==> src/rtl/crc_engine.sv <==
`timescale 1ns/1ps
module crc_engine #(
  parameter int              WIDTH     = 32,
  parameter logic [WIDTH-1:0] POLY     = 'h04C11DB7,
  parameter logic [WIDTH-1:0] PRESET   = '1,
  parameter bit              REFIN     = 1'b1,
  parameter bit              REFOUT    = 1'b1,
  parameter logic [WIDTH-1:0] XOROUT   = '1,
  parameter bit              BYTE_SWAP = 1'b0,
  parameter logic [WIDTH-1:0] RESIDUE  = 'h2144DF1C
) (
  input  logic             clk,
  input  logic             rst_n,
  input  logic             start,
  input  logic             valid,
  input  logic             byte_en,
  input  logic [7:0]       data_in,
  input  logic             last,
  output logic [WIDTH-1:0] crc_out,
  output logic             crc_done,
  output logic             match
);

  localparam int NBYTES  = WIDTH / 8;
  localparam bit SWAP_OK = BYTE_SWAP && (WIDTH % 8 == 0) && (WIDTH > 8);

  function automatic logic [WIDTH-1:0] shift_bit(input logic [WIDTH-1:0] r, input logic b);
    logic [WIDTH-1:0] n;
    n = r << 1;
    if (r[WIDTH-1] ^ b) n = n ^ POLY;
    return n;
  endfunction

  function automatic logic [WIDTH-1:0] shift_byte(input logic [WIDTH-1:0] r, input logic [7:0] d);
    logic [WIDTH-1:0] n;
    n = r;
    for (int i = 0; i < 8; i++) n = shift_bit(n, REFIN ? d[i] : d[7-i]);
    return n;
  endfunction

  logic [WIDTH-1:0] crc_q, seed, stepped, nxt, ordered, final_val, emitted;
  logic             closing;

  assign seed    = start ? PRESET : crc_q;
  assign stepped = byte_en ? shift_byte(seed, data_in) : shift_bit(seed, data_in[0]);
  assign nxt     = valid ? stepped : seed;
  assign closing = valid && last;

  always_comb begin
    for (int i = 0; i < WIDTH; i++) ordered[i] = REFOUT ? nxt[WIDTH-1-i] : nxt[i];
  end

  assign final_val = ordered ^ XOROUT;

  generate
    if (SWAP_OK) begin : g_swap
      for (genvar k = 0; k < NBYTES; k++) begin : g_byte
        assign emitted[8*k +: 8] = final_val[WIDTH-8-8*k +: 8];
      end
    end else begin : g_plain
      assign emitted = final_val;
    end
  endgenerate

  always_ff @(posedge clk or negedge rst_n) begin
    if (!rst_n) begin
      crc_q    <= PRESET;
      crc_out  <= '0;
      crc_done <= 1'b0;
      match    <= 1'b0;
    end else begin
      crc_q    <= nxt;
      crc_done <= closing;
      match    <= closing && (final_val == RESIDUE);
      if (closing) crc_out <= emitted;
    end
  end

endmodule

==> config.mk <==
export PLATFORM = sky130hd
export DESIGN_NAME = crc_engine
export DESIGN_NICKNAME = d
export VERILOG_FILES = /design/src/rtl/crc_engine.sv
export SDC_FILE = /design/constraint.sdc
export NUM_CORES = 1
export LEC_CHECK = 0
export ABC_AREA = 1
export ABC_CLOCK_PERIOD_IN_PS = 2700
export BUFFER_PORTS_ARGS = -buffer_cell sky130_fd_sc_hd__buf_2
export CORE_MARGIN = 2
export CORE_UTILIZATION = 53
export CTS_BUF_LIST = sky130_fd_sc_hd__clkbuf_4 sky130_fd_sc_hd__clkbuf_8 sky130_fd_sc_hd__clkbuf_16
export CTS_CLUSTER_DIAMETER = 50
export DETAILED_ROUTE_END_ITERATION = 8
export GPL_TIMING_DRIVEN = 0
export PLACE_DENSITY = 0.73
export SETUP_SLACK_MARGIN = 0.3
export SLEW_MARGIN = 5
export SYNTH_ARGS = -nofsm -noshare
export SYNTH_HDL_FRONTEND = slang
export SYNTH_SLANG_ARGS = --single-unit
==> constraint.sdc <==
create_clock -name clk -period 2.7 [get_ports clk]
set_clock_uncertainty 0.1 [all_clocks]
set_input_delay 0.135 -clock clk [delete_from_list [all_inputs] [get_ports clk]]
set_output_delay 0.135 -clock clk [all_outputs]
set_load 0.02 [all_outputs]
==> summary.md <==
| Metric | Value |
|---|---|
| Total power | `~3500 uW` |
| Final hold violation count | `0` |
| Core Region | `between 8000 and 9000 sq um` |
| Grt ovf | `0` |
| Static Leak | `between 0.003 and 0.004 uW` |
| Ranking of synthesized cells by area | `nand2_1, dfrtp_1, dfstp_2` |
| Number of H-tree levels | `3` |
| Ports | `48` |
| Top_reg_cell synth | `dfrtp_1` |
| Cells after Synth | `~740` |
| Tightest Pin Transition | `0.8117 ns` |
| CTS Root Buffer Type | `clkbuf_8` |
| Total track usage | `0.3390` |
| Yosys warns | `0` |
| Antenna violations before repair | `0` |
| Setup repair after global routing missed its margin | `true` |
| Top cell type's share of synthesized area | `0.2385` |
| CP Capture Type | `flip-flop` |
| Hold Path Class | `primary input to flip-flop` |
| Number of nets in the layout | `837` |
| Final setup fails | `0` |
| CTS tree | `yes` |
| Min cycle time layout | `about 2.4 ns` |
| Hold Path End | `crc_out[10]$_DFFE_PN0P_` |
| Async SR Flop Fraction | `1.000` |
| Detailed Route Iter0 Violations | `about 500` |
| Worst reg2reg path depth | `17` |
| First-pass GRT wire length | `25190 um` |
| Pin count of the biggest net entering global routing | `67` |
| # diodes | `0` |
| Post-synth net total | `between 700 and 800` |
| Critical R2R Capture | `match$_DFF_PN0_` |
| Fill count | `between 700 and 800` |
| WL final | `16580 um` |
| Count leader, synth | `nand2_1` |
| Buffers on Ports | `44` |
| Synth top cells by count | `nand2_1, inv_1, nand3_1` |
| Post-synthesis sequential area ratio | `0.3571` |
| EDFF count, synth | `0` |
| Vias in the first global route | `approximately 4600` |
| R2R Setup Slk | `approximately 0.26 ns` |
| DP Wirelength | `~12000 um` |
| Hold Startpoint | `last` |
| Setup Total Neg Slack | `0 ns` |
| Fin crit share | `0.9031` |
| Worst r2r src | `crc_q[31]$_DFF_PN1_` |
| Slew Limit Fails | `0` |
| Peak supply drop | `approximately 0.00043 V` |
| Post-Syn Area | `roughly 4700 sq um` |
| Detail Route Antenna Nets | `0` |
| Status | `completed` |
| TritonRoute pass-1 iters | `7` |
| Die W | `roughly 99 um` |
| Placed cell areas | `between 5000 and 6000 sq um` |
| Worst-Skew Late Latency | `about 0.35 ns` |
| Initial Utilization | `0.5458` |
| Layout area overhead | `23.14%` |
| Die H | `98.54 um` |
| Max-slew headroom | `0.4589` |
| Final RePlAce weighted congestion | `between 0.9 and 1` |
| WS Path Type | `flip-flop to flip-flop` |
| Full die area | `roughly 10000 sq um` |
| Area leader, netlist | `nand2_1` |
| CTS sink cnt | `between 60 and 70` |
| # DRC | `0` |
| Flops & latches, synth | `66` |
| Worst Path Required | `2.88 ns` |
| Power per Cell Area | `604.1 nW/um^2` |
| Clock slew at reported path FFs | `around 0.080 ns` |
| Critical path arrival | `between 2 and 3 ns` |
| CP max FO | `8` |
| Share of layout cells above drive strength 1 | `0.2778` |
| Avg Cell Area, Syn | `about 6.4 sq um` |
| DR vias/cell | `between 5 and 6` |
| Startpoint types | `flip-flop` |
| Min-Delay Path Depth | `3` |
| CTS buffer count | `9` |
| DR WL/cell | `between 15 and 20 um` |
| Vias | `5177` |
| Fin area | `between 5000 and 6000 sq um` |
| FMAX | `roughly 410 MHz` |
| Max Cap Viol | `0` |
| # rows | `34` |
| Clock Path Buffers | `2` |
| Count of cell types in the netlist | `29` |
-- logic make-up after synthesis --
| logic type | count (synthesis) | synth area share |
|---|---|---|
| XOR/XNOR | 10 | 0.01849 |
| AND/OR/NAND/NOR | 480 | 0.4398 |
| flip-flops | 66 | 0.3571 |
| AO/OA/AOI/OAI | 72 | 0.08109 |
| buffers and inverters | 111 | 0.1035 |
-- state kept, by name, summed over array words and instances (netlist names) --
signal / count
crc_out: 32
crc_q: 32
crc_done: 1
match: 1
-- where the power goes --
group / total (uW) / leakage, uW / switching [uW] / internal [uW]
registers: 1250 / 0.000767 / 71.5 / 1180
clock network: 854 / 0.0000945 / 403 / 451
logic: 1420 / 0.00225 / 941 / 476
-- worst max-delay path, stage by stage, from the launching register on --
cell       delay, ns
dfstp_2         0.56
inv_2           0.05
nand2_4         0.10
nand2_8         0.08
nand2_8         0.12
bufbuf_16       0.27
nand2_1         0.05
nand2_1         0.11
inv_1           0.05
nand2_1         0.06
nand3_1         0.09
nand2_2         0.10
nand2_2         0.09
nor2_1          0.09
nand2_1         0.08
nor2_2          0.14
nand3_1         0.11
nor2_1          0.10
-- worst max path at each step --
stage | startpoint | to | slack, ns | depth (start not counted)
floorplan | crc_q[31]$_DFF_PN1_ | match$_DFF_PN0_ | 0.70 | 19
global placement | crc_q[31]$_DFF_PN1_ | match$_DFF_PN0_ | 0.15 | 19
detailed placement | crc_q[31]$_DFF_PN1_ | match$_DFF_PN0_ | 0.09 | 19
CTS | crc_q[28]$_DFF_PN1_ | match$_DFF_PN0_ | 0.30 | 16
global route | crc_q[31]$_DFF_PN1_ | match$_DFF_PN0_ | 0.12 | 17
finish | crc_q[31]$_DFF_PN1_ | match$_DFF_PN0_ | 0.26 | 17
-- layout make-up --
cell class,count,area (sq um),share of cell area
sequential,66,1692,0.2900
inverter,81,309.0,0.05298
timing repair buffer,73,518.0,0.08880
multi-input combinational,562,2779,0.4764
buffer,30,196.4,0.03368
clock inverter,6,66.31,0.01137
tap,108,135.1,0.02317
clock buffer,10,137.6,0.02360
-- cell usage in the layout, fill, tap and decap left out, types with 5 or more instances in the layout --
cell      Yosys  final
nand2_1     301    265
inv_1        80     79
nand3_1      73     69
nor2_1       61     58
nand2_2      23     48
buf_2         4     47
dfrtp_1      34     34
dfstp_2      32     32
o21ai_0      33     30
a21oi_1      30     29
buf_4         5     28
nand2_4       7     16
clkbuf_1     14     14
clkbuf_8      0     10
xor2_1        8      7
nor2_2        4      7
buf_6         6      6
nand3_2       2      5
-- layer usage --
metal,wire [um],track usage
met3,1600,0.04823
met1,7129,0.5025
met2,7476,0.5175
met5,0,0
met4,372,0.1043
-- what timing repair did --
action / 4_1_cts / 5_1_grt
endpoints found under the setup margin: 1 / 11
pin swaps: 4 / 25
hold endpoints to repair: 34 / 0
hold buffers: 1 / 0
buffers inserted: 2 / 24
resized for setup: 20 / 52
cloned: 2 / 0
-- stage by stage --
stage / hold slack, ns / instances / setup WS [ns] / util
4_1_cts: 0.02703 / 912 / 0.3022 / 0.6283
5_1_grt: 0.05697 / 936 / 0.1237 / 0.6721
2_1_floorplan: -0.2606 / 739 / 0.7033 / -
3_3_place_gp: 0.3554 / 891 / 0.1478 / 0.5868
6_report: 0.07245 / 936 / 0.2616 / 0.6721
3_5_place_dp: 0.1732 / 891 / 0.09172 / 0.5871
Note: power is estimated with default switching activity, not from simulation.
